File: src/rtl/clk_oe_pkg.sv
package clk_oe_pkg;
  typedef enum logic [2:0] {
    ST_IDLE,
    ST_ADDR,
    ST_DATA,
    ST_ACK,
    ST_IGNORE
  } rx_state_e;
endpackage

File: src/rtl/i2c_line_sync.sv
module i2c_line_sync #(
  parameter int STAGES = 2
) (
  input  logic clk_i,
  input  logic rst_ni,
  input  logic scl_i,
  input  logic sda_i,
  output logic scl_o,
  output logic sda_o,
  output logic scl_rise_o,
  output logic scl_fall_o,
  output logic start_o,
  output logic stop_o
);
  logic [STAGES-1:0] scl_ff, sda_ff;
  logic scl_d, sda_d;

  // idle bus is high: reset synchronizers to 1 so no false edge
  always_ff @(posedge clk_i or negedge rst_ni) begin
    if (!rst_ni) begin
      scl_ff <= '1;
      sda_ff <= '1;
      scl_d  <= 1'b1;
      sda_d  <= 1'b1;
    end else begin
      scl_ff <= {scl_ff[STAGES-2:0], scl_i};
      sda_ff <= {sda_ff[STAGES-2:0], sda_i};
      scl_d  <= scl_ff[STAGES-1];
      sda_d  <= sda_ff[STAGES-1];
    end
  end

  assign scl_o      = scl_ff[STAGES-1];
  assign sda_o      = sda_ff[STAGES-1];
  assign scl_rise_o = scl_o & ~scl_d;
  assign scl_fall_o = ~scl_o & scl_d;
  assign start_o    = scl_o & scl_d & sda_d & ~sda_o;
  assign stop_o     = scl_o & scl_d & ~sda_d & sda_o;
endmodule

File: src/rtl/i2c_slave_rx.sv
module i2c_slave_rx
  import clk_oe_pkg::*;
#(
  parameter int          ADDR_W   = 7,
  parameter logic [6:0]  DEV_ADDR = 7'h6A,
  parameter int          NUM_REGS = 2,
  parameter int          REG_W    = 8,
  localparam int         IDX_W    = $clog2(NUM_REGS + 1),
  localparam int         CNT_W    = $clog2(REG_W)
) (
  input  logic             clk_i,
  input  logic             rst_ni,
  input  logic             scl_i,
  input  logic             sda_i,
  input  logic             scl_rise_i,
  input  logic             scl_fall_i,
  input  logic             start_i,
  input  logic             stop_i,
  output logic             sda_oe_o,
  output logic             wr_en_o,
  output logic [IDX_W-1:0] wr_idx_o,
  output logic [REG_W-1:0] wr_data_o
);
  localparam logic [CNT_W-1:0] LAST_BIT = CNT_W'(REG_W - 1);
  localparam logic [IDX_W-1:0] IDX_END  = IDX_W'(NUM_REGS);

  rx_state_e        state_q;
  logic [CNT_W-1:0] bit_cnt_q;
  logic [REG_W-1:0] shreg_q;
  logic [IDX_W-1:0] byte_idx_q;
  logic             full_q, ack_pend_q, sda_oe_q;
  logic             wr_en_q;
  logic [IDX_W-1:0] wr_idx_q;
  logic [REG_W-1:0] wr_data_q;
  logic [REG_W-1:0] byte_now;
  logic             last_rise;

  assign byte_now  = {shreg_q[REG_W-2:0], sda_i};
  assign last_rise = scl_rise_i && (bit_cnt_q == LAST_BIT);

  always_ff @(posedge clk_i or negedge rst_ni) begin
    if (!rst_ni) begin
      state_q    <= ST_IDLE;
      bit_cnt_q  <= '0;
      shreg_q    <= '0;
      byte_idx_q <= '0;
      full_q     <= 1'b0;
      ack_pend_q <= 1'b0;
      sda_oe_q   <= 1'b0;
      wr_en_q    <= 1'b0;
      wr_idx_q   <= '0;
      wr_data_q  <= '0;
    end else begin
      wr_en_q <= 1'b0;
      if (start_i) begin
        state_q    <= ST_ADDR;
        bit_cnt_q  <= '0;
        byte_idx_q <= '0;
        full_q     <= 1'b0;
        sda_oe_q   <= 1'b0;
      end else if (stop_i) begin
        state_q    <= ST_IDLE;
        bit_cnt_q  <= '0;
        byte_idx_q <= '0;
        full_q     <= 1'b0;
        sda_oe_q   <= 1'b0;
      end else begin
        unique case (state_q)
          ST_ADDR, ST_DATA: begin
            if (scl_rise_i && !full_q) begin
              shreg_q   <= byte_now;
              bit_cnt_q <= bit_cnt_q + 1'b1;
            end
            if (last_rise && !full_q) begin
              full_q    <= 1'b1;
              bit_cnt_q <= '0;
              if (state_q == ST_ADDR) begin
                ack_pend_q <= (byte_now[REG_W-1 -: ADDR_W] == DEV_ADDR) && !byte_now[0];
              end else if (byte_idx_q < IDX_END) begin
                // byte is complete: commit now
                wr_en_q    <= 1'b1;
                wr_idx_q   <= byte_idx_q;
                wr_data_q  <= byte_now;
                byte_idx_q <= byte_idx_q + 1'b1;
                ack_pend_q <= 1'b1;
              end else begin
                ack_pend_q <= 1'b0;
              end
            end
            if (scl_fall_i && full_q) begin
              full_q <= 1'b0;
              if (state_q == ST_ADDR && !ack_pend_q) begin
                state_q <= ST_IGNORE;
              end else begin
                state_q  <= ST_ACK;
                sda_oe_q <= ack_pend_q;
              end
            end
          end
          ST_ACK: begin
            if (scl_fall_i) begin
              sda_oe_q  <= 1'b0;
              state_q   <= ST_DATA;
              bit_cnt_q <= '0;
            end
          end
          default: ;
        endcase
      end
    end
  end

  assign sda_oe_o  = sda_oe_q;
  assign wr_en_o   = wr_en_q;
  assign wr_idx_o  = wr_idx_q;
  assign wr_data_o = wr_data_q;

  AST_DRIVE_ONLY_ACK: assert property (@(posedge clk_i) disable iff (!rst_ni)
    sda_oe_q |-> state_q == ST_ACK);
  AST_DRIVE_SCL_LOW: assert property (@(posedge clk_i) disable iff (!rst_ni)
    $rose(sda_oe_q) |-> !scl_i);
  AST_IGNORE_NO_WRITE: assert property (@(posedge clk_i) disable iff (!rst_ni)
    state_q == ST_IGNORE |-> !wr_en_q && !sda_oe_q);
  AST_WR_IDX_RANGE: assert property (@(posedge clk_i) disable iff (!rst_ni)
    wr_en_q |-> wr_idx_q < IDX_END);
endmodule

File: src/rtl/oe_reg_bank.sv
module oe_reg_bank #(
  parameter int  NUM_REGS = 2,
  parameter int  REG_W    = 8,
  parameter int  NUM_OUT  = 10,
  localparam int IDX_W    = $clog2(NUM_REGS + 1)
) (
  input  logic               clk_i,
  input  logic               rst_ni,
  input  logic               wr_en_i,
  input  logic [IDX_W-1:0]   wr_idx_i,
  input  logic [REG_W-1:0]   wr_data_i,
  output logic [NUM_OUT-1:0] oe_o
);
  // only bits that reach an output are stored; the rest are discarded on write
  for (genvar k = 0; k < NUM_OUT; k++) begin : g_bit
    localparam logic [IDX_W-1:0] REG_SEL = IDX_W'(k / REG_W);
    localparam int               BIT_SEL = k % REG_W;
    logic en_q;

    always_ff @(posedge clk_i or negedge rst_ni) begin
      if (!rst_ni)                             en_q <= 1'b1;
      else if (wr_en_i && wr_idx_i == REG_SEL) en_q <= wr_data_i[BIT_SEL];
    end

    assign oe_o[k] = en_q;

    AST_HOLD_NO_WRITE: assert property (@(posedge clk_i) disable iff (!rst_ni)
      !(wr_en_i && wr_idx_i == REG_SEL) |=> $stable(oe_o[k]));
  end
endmodule

File: src/rtl/clk_oe_i2c_ctrl.sv
module clk_oe_i2c_ctrl #(
  parameter logic [6:0] DEV_ADDR = 7'h6A,
  parameter int         NUM_OUT  = 10,
  parameter int         REG_W    = 8,
  parameter int         SYNC_STAGES = 2,
  localparam int        NUM_REGS = (NUM_OUT + REG_W - 1) / REG_W,
  localparam int        IDX_W    = $clog2(NUM_REGS + 1)
) (
  input  logic               clk_i,
  input  logic               rst_ni,
  input  logic               scl_i,
  input  logic               sda_i,
  output logic               sda_oe_o,
  output logic [NUM_OUT-1:0] oe_o
);
  logic scl_s, sda_s, scl_rise, scl_fall, start, stop;
  logic             wr_en;
  logic [IDX_W-1:0] wr_idx;
  logic [REG_W-1:0] wr_data;

  i2c_line_sync #(.STAGES(SYNC_STAGES)) u_sync (
    .clk_i(clk_i), .rst_ni(rst_ni), .scl_i(scl_i), .sda_i(sda_i),
    .scl_o(scl_s), .sda_o(sda_s), .scl_rise_o(scl_rise), .scl_fall_o(scl_fall),
    .start_o(start), .stop_o(stop)
  );

  i2c_slave_rx #(
    .ADDR_W(7), .DEV_ADDR(DEV_ADDR), .NUM_REGS(NUM_REGS), .REG_W(REG_W)
  ) u_rx (
    .clk_i(clk_i), .rst_ni(rst_ni), .scl_i(scl_s), .sda_i(sda_s),
    .scl_rise_i(scl_rise), .scl_fall_i(scl_fall), .start_i(start), .stop_i(stop),
    .sda_oe_o(sda_oe_o), .wr_en_o(wr_en), .wr_idx_o(wr_idx), .wr_data_o(wr_data)
  );

  oe_reg_bank #(
    .NUM_REGS(NUM_REGS), .REG_W(REG_W), .NUM_OUT(NUM_OUT)
  ) u_regs (
    .clk_i(clk_i), .rst_ni(rst_ni), .wr_en_i(wr_en), .wr_idx_i(wr_idx),
    .wr_data_i(wr_data), .oe_o(oe_o)
  );
endmodule

File: config.mk
export PLATFORM = sky130hd
export DESIGN_NAME = clk_oe_i2c_ctrl
export DESIGN_NICKNAME = d
export VERILOG_FILES = /design/src/rtl/clk_oe_pkg.sv /design/src/rtl/i2c_line_sync.sv /design/src/rtl/i2c_slave_rx.sv /design/src/rtl/oe_reg_bank.sv /design/src/rtl/clk_oe_i2c_ctrl.sv
export SDC_FILE = /design/constraint.sdc
export NUM_CORES = 1
export LEC_CHECK = 0
export ABC_AREA = 1
export BUFFER_PORTS_ARGS = -buffer_cell sky130_fd_sc_hd__buf_2
export CORE_UTILIZATION = 35
export DETAILED_ROUTE_END_ITERATION = 6
export PLACE_DENSITY = 0.5
export SYNTH_ARGS = -nofsm -noshare
export SYNTH_HDL_FRONTEND = slang
export SYNTH_SLANG_ARGS = --single-unit
File: constraint.sdc
create_clock -name clk_i -period 2.6 [get_ports clk_i]
set_clock_uncertainty 0.2 [all_clocks]
set_input_delay 0.39 -clock clk_i [delete_from_list [all_inputs] [get_ports clk_i]]
set_output_delay 0.39 -clock clk_i [all_outputs]
set_load 0.05 [all_outputs]
==> metrics.yaml, run 1 <==
vdd_ir_drop_max_uv: 492
clk_latency_ns: 0.30
ios: 15
period_needed_ns: 1.79
holdCritPathClass: "flip-flop to flip-flop"
hold_violations: 0
synth_top_area_share_pct: 35.6
power.total_mw: 2.04
wire_per_inst_um: 10.8
synthTopCellsByCount: "nand2_1, inv_1, dfrtp_1"
firstDrtPassIters: 4
crit_family: "simple AND/OR/NAND/NOR gates"
vias: 1388
route.detailed.drc: 0
dp_hpwl_mm: 2.39
drt-vias-per-instance: 4.38
die_y_um: 78.3
avgSynthCellArea_sq_um: 8.75
rsz0062_at_grt: "no"
cp-start-kind: "flip-flop"
port_buffers: 14
cts-buffers-inserted: 5
row_count: 27
synth_flop_cell: "dfrtp_1"
cts_max_path_buffers: 2
start_util_pct: 36.6
slowest_stage: "dfstp_2"
synthMostInstantiatedCell: "nand2_1"
synthArstFlopShare_pct: 100
final_nets: 250
fin_setup_tns_ns: 0
holdPathStages: 0
final_antenna_net_count: 0
worstRegToRegCells: 7
max_freq_ghz: 0.559
wirelength_mm: 3.44
drt_iter0_drc: 75
cellPowerDensity_mw_per_mm2: 908
place.gp.congestion: 0.799
maxSlewViolCount: 0
path_buf_inv: 1
cp_max_fo: 6
cp-end-kind: "flip-flop"
synth.ff_latch_count: 45
path_cells: "inv_1 -> nand2_1 -> nor2_1 -> nor2_2 -> nand2_1 -> nand2_2 -> o21ai_0"
grt_max_degree: 37
finalSetupViolCount: 0
cts_resized: 0
ys_types: 24
gr-total-overflow: 0
synth_largest_area_cell: "dfrtp_1"
slew_headroom_pct: 47.9
die_x_um: 78.3
ys_seq_area_share_pct: 56.2
synth_edf_count: 0
clk_pin_slew_ns: 0.08
netlist_top_cells_area: "dfrtp_1, dfstp_2, nand2_1, o21ai_0, inv_1"
syn_inst: 233
syn2layout_area_growth_pct: 9.94
antenna_found_initial: 0
n_antenna_cell: 0
cts.sinks: 45
cp.depth: 7
cts_tree: "done"
drive_gt1_share_pct: 21.6
track_usage_pct: 13.3
coreArea_sq_mm: 0.00557
placed_area_sq_mm: 0.00210
crit_top_cell: "nand2_1"
critical_path_required_ns: 2.58
cts_root_buf: "clkbuf_8"
fillers: 583
arrival_ns: 1.77
dieArea_sq_mm: 0.00614
fin_area_sq_mm: 0.00224
synthesis.nets: 239
final_util_pct: 40.2
cp_slowest_stage_delay_ns: 0.59
final.period_utilization_pct: 68.8
p_leak_nw: 1.10
worstMarginPinSlew_ns: 0.782
crit_type: "flip-flop to flip-flop"
maxCapViolations: 0
netlist_area_sq_mm: 0.00204
htreeDepth: 2
first_global_vias: 1447
grt_pass1_wl_mm: 6.29
ys.warnings.count: 0
outcome: "finished clean"
==> state kept, by name (all words and copies together) (netlist names), 2 cells and up <==
signal             count
u_rx.shreg_q           7
u_rx.wr_idx_o          2
u_rx.bit_cnt_q         3
u_regs.g_bit.en_q     10
u_rx.byte_idx_q        2
u_sync.scl_ff          2
u_sync.sda_ff          2
u_rx.wr_data_o         8
u_rx.state_q           3
==> metal layers <==
layer | vias to the layer above | global-route usage, % | share of wire, % | wire, um
li1 | 737 | - | - | -
met1 | 623 | 16.1 | 49 | 1690
met2 | 23 | 21.8 | 46 | 1570
met3 | 5 | 3.37 | 3.4 | 117
met4 | 0 | 6.67 | 1.8 | 63
met5 | - | 0 | 0 | 0
==> power breakdown <==
part	internal (mW)	switching, mW
Clock	0.288	0.247
Combinational	0.199	0.379
Sequential	0.829	0.0930
==> cell type report <==
cell class	count	area (sq um)	area share, %
Multi-Input combinational cell	141	658	29.4
Clock buffer	5	68.8	3.07
Sequential cell	45	1150	51.1
Inverter	32	120	5.36
Timing Repair Buffer	19	115	5.13
Tap cell	72	90.1	4.02
Clock inverter	3	43.8	1.95
==> through the flow <==
step	setup slack, ns	std cells	hold WS, ns
after floorplan	1.06	233	-0.106
after global placement	0.814	306	0.147
after detailed placement	0.826	306	0.149
after CTS	0.804	317	0.162
after global routing	0.626	317	0.168
final	0.812	317	0.161
==> final timing paths <==
path | startpoint | to | slack, ns
min in group asynchronous | rst_ni | u_rx.bit_cnt_q[2] | 0.50
worst min-delay path | u_sync.sda_ff[0] | u_sync.sda_ff[1] | 0.16
max in group asynchronous | rst_ni | u_regs.g_bit[1].en_q | 0.98
worst max register to register | u_sync.sda_ff[1] | u_rx.state_q[0] | 0.81
worst min register to register | u_sync.sda_ff[0] | u_sync.sda_ff[1] | 0.16
worst max-delay path | u_sync.sda_ff[1] | u_rx.state_q[0] | 0.81
==> layout by cell type (no fill, tap or decap), types with 3 or more instances in the layout <==
cell	netlist	final
o21ai_0	23	23
nor2_1	24	24
nand3_1	13	13
nand2_1	59	59
clkbuf_8	0	5
buf_2	2	14
dfrtp_1	29	29
dlygate4sd3_1	0	3
inv_1	30	30
o21ai_2	5	5
dfstp_2	16	16
nand4_1	3	3
==> logic make-up (layout without fill, tap and decap cells) <==
| family | Yosys count | count (layout) | synth area share [%] |
|---|---|---|---|
| adder cells (fa/ha/maj) | 2 | 2 | 1.23 |
| flip-flops | 45 | 45 | 56.2 |
| AND/OR/NAND/NOR | 106 | 106 | 21.6 |
| buffers and inverters | 47 | 59 | 11.5 |
| AO/OA/AOI/OAI | 33 | 33 | 9.45 |
==> what timing repair did <==
action,in CTS,in global routing
buffers inserted,0,0
setup endpoints to repair,0,0
hold buffers,3,0
hold endpoints to repair,22,0
No activity file was read; power rests on OpenSTA's default activity.
==> run 2: changes to the inputs <==
--- a/config.mk
+++ b/config.mk
@@ -9,7 +9,7 @@
 export BUFFER_PORTS_ARGS = -buffer_cell sky130_fd_sc_hd__buf_2
 export CORE_UTILIZATION = 35
 export DETAILED_ROUTE_END_ITERATION = 6
-export PLACE_DENSITY = 0.5
+export PLACE_DENSITY = 0.52
 export SYNTH_ARGS = -nofsm -noshare
 export SYNTH_HDL_FRONTEND = slang
 export SYNTH_SLANG_ARGS = --single-unit
==> constraint.sdc (replaced) <==
create_clock -name clk_i -period 1.5 [get_ports clk_i]
set_clock_uncertainty 0.2 [all_clocks]
set_input_delay 0.225 -clock clk_i [delete_from_list [all_inputs] [get_ports clk_i]]
set_output_delay 0.225 -clock clk_i [all_outputs]
set_load 0.05 [all_outputs]
==> run 2 against run 1 <==
Effect of this change:
- critical endpoint is now u_rx.wr_data_o[4]
- the run now ends with setup timing left
- global-route usage increased by 1.0 points
- power increased by 97%
- largest power group unchanged
- clock power increased by 45%
- register-to-register slack got worse by 1.0 ns
==> metrics.yaml, run 2 (synthesis gave the netlist of run 1 again) <==
clk_pin_slew_ns: 0.09  # was 0.08 ns
cts_max_path_buffers: 2  # unchanged
dieArea_sq_mm: 0.00614  # unchanged
rsz0062_at_grt: "yes"  # was no
period_needed_ns: 1.70  # was 1.79 ns
die_x_um: 78.3  # unchanged
top_register: "u_regs.g_bit.en_q"  # unchanged
syn2layout_area_growth_pct: 31.6  # was 9.94%
die_y_um: 78.3  # unchanged
cp-start-kind: "flip-flop"  # unchanged
mostFrequentLayoutCell: "nand2_1"  # unchanged
final_nets: 285  # was 250
maxSlewViolCount: 0  # unchanged
fin_area_sq_mm: 0.00268  # was 0.00224 sq mm
antenna_found_initial: 0  # unchanged
setup_slack_ns: -0.205  # was 0.812 ns
largest_reg_flops: 10  # unchanged
dp_slack_ns: -0.186  # was 0.826 ns
worstMarginPinSlew_ns: 0.289  # was 0.782 ns
track_usage_pct: 14.3  # was 13.3%
holdCritPathClass: "input pin to asynchronous set/reset pin"  # was flip-flop to flip-flop
start_util_pct: 36.6  # unchanged
firstDrtPassIters: 4  # unchanged
cp_max_fo: 9  # was 6
cts_root_buf: "clkbuf_8"  # unchanged
vias: 1537  # was 1388
drt-vias-per-instance: 4.37  # was 4.38
wirelength_mm: 4.01  # was 3.44 mm
coreArea_sq_mm: 0.00557  # unchanged
route.detailed.drc: 0  # unchanged
cp-end-kind: "flip-flop"  # unchanged
ios: 15  # unchanged
max_freq_ghz: 0.587  # was 0.559 GHz
place.gp.congestion: 0.830  # was 0.799
dp_hpwl_mm: 2.58  # was 2.39 mm
final.period_utilization_pct: 114  # was 68.8%
cts_tree: "done"  # unchanged
crit_type: "flip-flop to flip-flop"  # unchanged
n_antenna_cell: 0  # unchanged
clk_latency_ns: 0.30  # about the same
fillers: 546  # was 583
arrival_ns: 1.73  # was 1.77 ns
wire_per_inst_um: 11.4  # was 10.8 um
crit_family: "simple AND/OR/NAND/NOR gates"  # unchanged
vdd_ir_drop_max_uv: 779  # was 492 uV
row_count: 27  # unchanged
cp_slowest_stage_delay_ns: 0.38  # was 0.59 ns
drt_iter0_drc: 33  # was 75
hold_violations: 0  # unchanged
finalSetupViolCount: 22  # was 0
violations: "setup timing"
grt_pass1_wl_mm: 6.68  # was 6.29 mm
critical_path_required_ns: 1.53  # was 2.58 ns
slowest_stage: "dfrtp_1"  # was dfstp_2
grt_max_degree: 36  # was 37
p_leak_nw: 1.28  # was 1.10 nW
maxCapViolations: 0  # unchanged
final_antenna_net_count: 0  # unchanged
outcome: "finished, violations left"  # was finished clean
cts.sinks: 45  # unchanged
drive_gt1_share_pct: 45.0  # was 21.6%
slew_headroom_pct: 80.6  # was 47.9%
first_global_vias: 1546  # was 1447
final_cell_mix: "nand2_1, buf_4, inv_1, dfrtp_1, o21ai_0"  # was nand2_1, inv_1, dfrtp_1
port_buffers: 14  # unchanged
cts-buffers-inserted: 5  # unchanged
placed_area_sq_mm: 0.00234  # was 0.00210 sq mm
htreeDepth: 2  # unchanged
gr-total-overflow: 0  # unchanged
path_buf_inv: 1  # unchanged
path_cells: "ha_2 -> ha_4 -> nand4_1 -> nor2_4 -> buf_4 -> nand2_1 -> o21ai_0"  # was inv_1 -> nand2_1 -> nor2_1 -> nor2_2 -> nand2_1 -> nand2_2 -> o21ai_0
cellPowerDensity_mw_per_mm2: 1490  # was 908 mW/mm^2
==> run 2: cell types whose count changed in the layout (fill, tap and decap cells not counted), sizes merged <==
cell,change
clkinvlp,+1
buf,+34
or2,+1
bufinv,-1
==> run 2: stage by stage <==
step / setup TNS [ns] / utilization [%] / instances / hold WS [ns] / power (mW)
global route: -5.77 / 48.1 / 352 / 0.154 / 4.32
CTS: -2.11 / 46.2 / 349 / 0.136 / 3.88
finish: -3.42 / 48.1 / 352 / 0.126 / 4.01
detailed placement: -2.68 / 41.9 / 332 / -0.0718 / 2.96
floorplan: -0.0222 / - / 233 / -0.271 / 2.47
global placement: -2.51 / 41.9 / 332 / -0.0688 / 2.96
==> run 2: path summary, 6_finish.rpt <==
check,start,endpoint,slack [ns],depth (start not counted)
worst max-delay path,u_rx.bit_cnt_q[0],u_rx.wr_data_o[4],-0.20,7
worst min-delay path,rst_ni,u_rx.bit_cnt_q[0],0.13,2
worst max register to register,u_rx.bit_cnt_q[0],u_rx.wr_data_o[4],-0.20,7
worst min register to register,u_sync.sda_ff[0],u_sync.sda_ff[1],0.16,0
max in group asynchronous,rst_ni,u_regs.g_bit[8].en_q,0.43,3
min in group clk_i,u_sync.sda_ff[0],u_sync.sda_ff[1],0.16,0
==> run 2: worst reg2reg max path, stage by stage (launching register included) <==
cell     delay [ns]
dfrtp_1        0.38
ha_2           0.20
ha_4           0.12
nand4_1        0.20
nor2_4         0.23
buf_4          0.19
nand2_1        0.06
o21ai_0        0.06
==> run 2: cell type report <==
| class | count | area, sq um | share of cell area [%] |
|---|---|---|---|
| flip-flops and latches | 45 | 1150 | 42.8 |
| clock inverters | 3 | 21.3 | 0.793 |
| clock buffers | 5 | 68.8 | 2.56 |
| multi-input cells | 142 | 808 | 30.1 |
| well taps | 72 | 90.1 | 3.36 |
| inverters | 32 | 120 | 4.48 |
| repair buffers | 53 | 427 | 15.9 |
==> run 2: power breakdown <==
part / internal [mW] / switching [mW] / total [mW] / leakage (nW)
logic: 0.720 / 0.881 / 1.60 / 0.684
registers: 1.44 / 0.190 / 1.63 / 0.549
clock network: 0.331 / 0.444 / 0.775 / 0.0445
==> run 2: layer usage <==
metal  vias up  wire (um)  track usage [%]
met3        14        112             3.72
met5         -          0                0
li1        809          -                -
met4         0        133             8.33
met2        25       1850             22.9
met1       689       1910             17.4
==> run 2: timing repair <==
action,4_1_cts,5_1_grt
pin swaps,8,11
endpoints found under the hold margin,34,0
gates resized for setup,30,33
endpoints found under the setup margin,39,29
hold buffers,3,0
buffers inserted,7,3
gates cloned,0,2
==> run 3: changes to the inputs <==
--- a/config.mk
+++ b/config.mk
@@ -5,7 +5,6 @@
 export SDC_FILE = /design/constraint.sdc
 export NUM_CORES = 1
 export LEC_CHECK = 0
-export ABC_AREA = 1
 export BUFFER_PORTS_ARGS = -buffer_cell sky130_fd_sc_hd__buf_2
 export CORE_UTILIZATION = 35
 export DETAILED_ROUTE_END_ITERATION = 6
==> run 3 against run 2 <==
Effect of this change:
- the flow still finishes with violations (setup timing)
- hold slack improved by 0.036 ns
- via count decreased by 21%
- worst setup slack got worse by 0.18 ns
- register-to-register slack got worse by 0.18 ns
- synthesized cell count decreased by 36%
- cell count decreased by 27%
- synthesized area decreased by 2.6%
- maximum frequency decreased by 9.5%
- clock power decreased by 2.7%
- routed wire length decreased by 10%
- largest cell class unchanged
==> metrics.yaml, run 3 <==
cp-start-kind: "flip-flop"  # unchanged
violations: "setup timing"  # unchanged
slew_headroom_pct: 81.1  # was 80.6%
vdd_ir_drop_max_uv: 509  # was 779 uV
synth_edf_count: 0  # unchanged
row_count: 27  # unchanged
critical_path_required_ns: 1.49  # was 1.53 ns
power.total_mw: 2.94  # was 4.01 mW
clk_pin_slew_ns: 0.09  # about the same
clk_latency_ns: 0.30  # about the same
cp-end-kind: "flip-flop"  # unchanged
drt_iter0_drc: 68  # was 33
gr-total-overflow: 0  # unchanged
die_y_um: 77.3  # was 78.3 um
path_cells: "nor4b_4 -> nand3_2 -> nor3_2 -> buf_6 -> mux2_2"  # was ha_2 -> ha_4 -> nand4_1 -> nor2_4 -> buf_4 -> nand2_1 -> o21ai_0
seq_power_share_pct: 51.1  # was 40.7%
crit_type: "flip-flop to flip-flop"  # unchanged
synth_top_area_share_pct: 36.5  # was 35.6%
track_usage_pct: 13.1  # was 14.3%
final_nets: 190  # was 285
p_clk_share_pct: 25.7  # was 19.3%
final.period_utilization_pct: 126  # was 114%
outcome: "finished, violations left"  # unchanged
port_buffers: 14  # unchanged
setup_slack_ns: -0.385  # was -0.205 ns
place.gp.congestion: 0.819  # was 0.830
slowest_stage: "dfrtp_1"  # unchanged
placed_area_sq_mm: 0.00221  # was 0.00234 sq mm
arrival_ns: 1.87  # was 1.73 ns
drt-vias-per-instance: 4.72  # was 4.37
p_sw_mw: 0.842  # was 1.51 mW
first_global_vias: 1214  # was 1546
netlist_area_sq_mm: 0.00199  # was 0.00204 sq mm
maxSlewViolCount: 0  # unchanged
synthTopCellsByCount: "dfrtp_1, mux2_2, dfstp_2"  # was nand2_1, inv_1, dfrtp_1
syn_inst: 148  # was 233
cp_slowest_stage_delay_ns: 0.48  # was 0.38 ns
cts_tree: "done"  # unchanged
vias: 1214  # was 1537
finalSetupViolCount: 28  # was 22
start_util_pct: 36.3  # was 36.6%
holdCritPathClass: "flip-flop to flip-flop"  # was input pin to asynchronous set/reset pin
htreeDepth: 2  # unchanged
worstMarginPinSlew_ns: 0.284  # was 0.289 ns
syn2layout_area_growth_pct: 27.1  # was 31.6%
ios: 15  # unchanged
ys.warnings.count: 0  # unchanged
wirelength_mm: 3.61  # was 4.01 mm
n_antenna_cell: 0  # unchanged
route.detailed.drc: 0  # unchanged
ys_seq_area_share_pct: 57.7  # was 56.2%
synthMostInstantiatedCell: "dfrtp_1"  # was nand2_1
cp_max_fo: 11  # was 9
final_antenna_net_count: 0  # unchanged
fin_area_sq_mm: 0.00252  # was 0.00268 sq mm
synth_largest_area_cell: "dfrtp_1"  # unchanged
grt_pass1_wl_mm: 6.03  # was 6.68 mm
synthArstFlopShare_pct: 100  # unchanged
fin_setup_tns_ns: -7.96  # was -3.42 ns
synth.ff_latch_count: 45  # unchanged
hold_violations: 0  # unchanged
top_register: "u_regs.g_bit.en_q"  # unchanged
mostFrequentLayoutCell: "dfrtp_1"  # was nand2_1
final_util_pct: 46.1  # was 48.1%
drive_gt1_share_pct: 57.3  # was 45.0%
dieArea_sq_mm: 0.00598  # was 0.00614 sq mm
die_x_um: 77.3  # was 78.3 um
cts_max_path_buffers: 2  # unchanged
grt_max_degree: 46  # was 36
cellPowerDensity_mw_per_mm2: 1160  # was 1490 mW/mm^2
wire_per_inst_um: 14.0  # was 11.4 um
synth_flop_cell: "dfrtp_1"  # unchanged
p_comb_share_pct: 23.2  # was 39.9%
cts-buffers-inserted: 5  # unchanged
ys_types: 38  # was 24
netlist_top_cells_area: "dfrtp_1, dfstp_2, mux2_2, buf_4, and4b_1"  # was dfrtp_1, dfstp_2, nand2_1, o21ai_0, inv_1
period_needed_ns: 1.88  # was 1.70 ns
cts.sinks: 45  # unchanged
p_leak_nw: 1.16  # was 1.28 nW
swShare_pct: 28.7  # was 37.8%
cts_root_buf: "clkbuf_8"  # unchanged
dp_hpwl_mm: 2.37  # was 2.58 mm
synthesis.nets: 154  # was 239
avgSynthCellArea_sq_um: 13.4  # was 8.75 sq um
maxCapViolations: 0  # unchanged
final_cell_mix: "dfrtp_1, buf_4, mux2_2"  # was nand2_1, buf_4, inv_1, dfrtp_1, o21ai_0
firstDrtPassIters: 4  # unchanged
coreArea_sq_mm: 0.00547  # was 0.00557 sq mm
p_int_mw: 2.10  # was 2.49 mW
max_freq_ghz: 0.531  # was 0.587 GHz
rsz0062_at_grt: "yes"  # unchanged
antenna_found_initial: 0  # unchanged
largest_reg_flops: 10  # unchanged
run 3: layout make-up:
type	instances	area (sq um)
clock buffer	5	68.8
clock inverter	3	22.5
fill	504	2950
inverter	6	25.0
multi-input combinational	83	810
sequential	45	1150
tap	72	90.1
timing repair buffer	43	363
run 3: stage by stage:
| step | cells | hold WS [ns] | setup WS, ns |
|---|---|---|---|
| floorplan | 148 | -0.271 | -0.386 |
| global placement | 241 | 0.0233 | -0.331 |
| detailed placement | 241 | 0.0262 | -0.382 |
| CTS | 255 | 0.165 | -0.384 |
| global route | 257 | 0.168 | -0.480 |
| finish | 257 | 0.162 | -0.385 |
run 3: final timing paths:
| check | slack (ns) | from | depth (start not counted) | endpoint |
|---|---|---|---|---|
| min in group asynchronous | 0.23 | rst_ni | 3 | u_rx.wr_data_o[3] |
| max reg2reg | -0.38 | u_rx.state_q[2] | 5 | u_rx.wr_data_o[4] |
| min reg2reg | 0.16 | u_sync.sda_ff[0] | 0 | u_sync.sda_ff[1] |
| max | -0.38 | u_rx.state_q[2] | 5 | u_rx.wr_data_o[4] |
| min | 0.16 | u_sync.sda_ff[0] | 0 | u_sync.sda_ff[1] |
| max in group asynchronous | 0.59 | rst_ni | 3 | u_sync.sda_ff[0] |
run 3: power by group through the flow:
stage          combinational (mW)  sequential [mW]  clock, mW
6_report                    0.681             1.50      0.754
5_1_grt                     0.743             1.52      0.841
4_1_cts                     0.638             1.49      0.790
3_5_place_dp                0.522             1.51          0
3_3_place_gp                0.509             1.50          0
2_1_floorplan               0.323             1.47          0
run 3: worst max-delay path, delay by kind of cell, from the launching register on:
family / cells / cell delay, ns
simple gates: 3 / 0.56
flops: 1 / 0.48
mux: 1 / 0.34
buf+inv: 1 / 0.18
run 3: cell families (layout without fill, tap and decap cells):
| kind of cell | count (synthesis) | after routing | share of synthesized area, % |
|---|---|---|---|
| AOI/OAI and AO/OA | 21 | 21 | 6.68 |
| xor gates and xnor gates | 3 | 3 | 1.32 |
| adders and majority gates | 2 | 2 | 1.26 |
| buffers and inverters | 20 | 57 | 6.36 |
| DFF | 45 | 45 | 57.7 |
| muxes | 26 | 26 | 14.7 |
| and+or+nand+nor | 31 | 31 | 12.0 |
run 3: timing repair:
action	4_1_cts	5_1_grt
setup buffers	3	2
pin swaps	6	6
endpoints found under the setup margin	39	29
resized for setup	34	5
endpoints found under the hold margin	47	0
hold buffers	3	0
run 3: per-layer routing:
metal / share of wire, % / vias up / global-route usage, %
met5: 0 / - / 0
met4: 0.80 / 0 / 3.96
met3: 2.9 / 4 / 3.53
met2: 47 / 15 / 21.7
met1: 49 / 601 / 16.8
li1: - / 594 / -
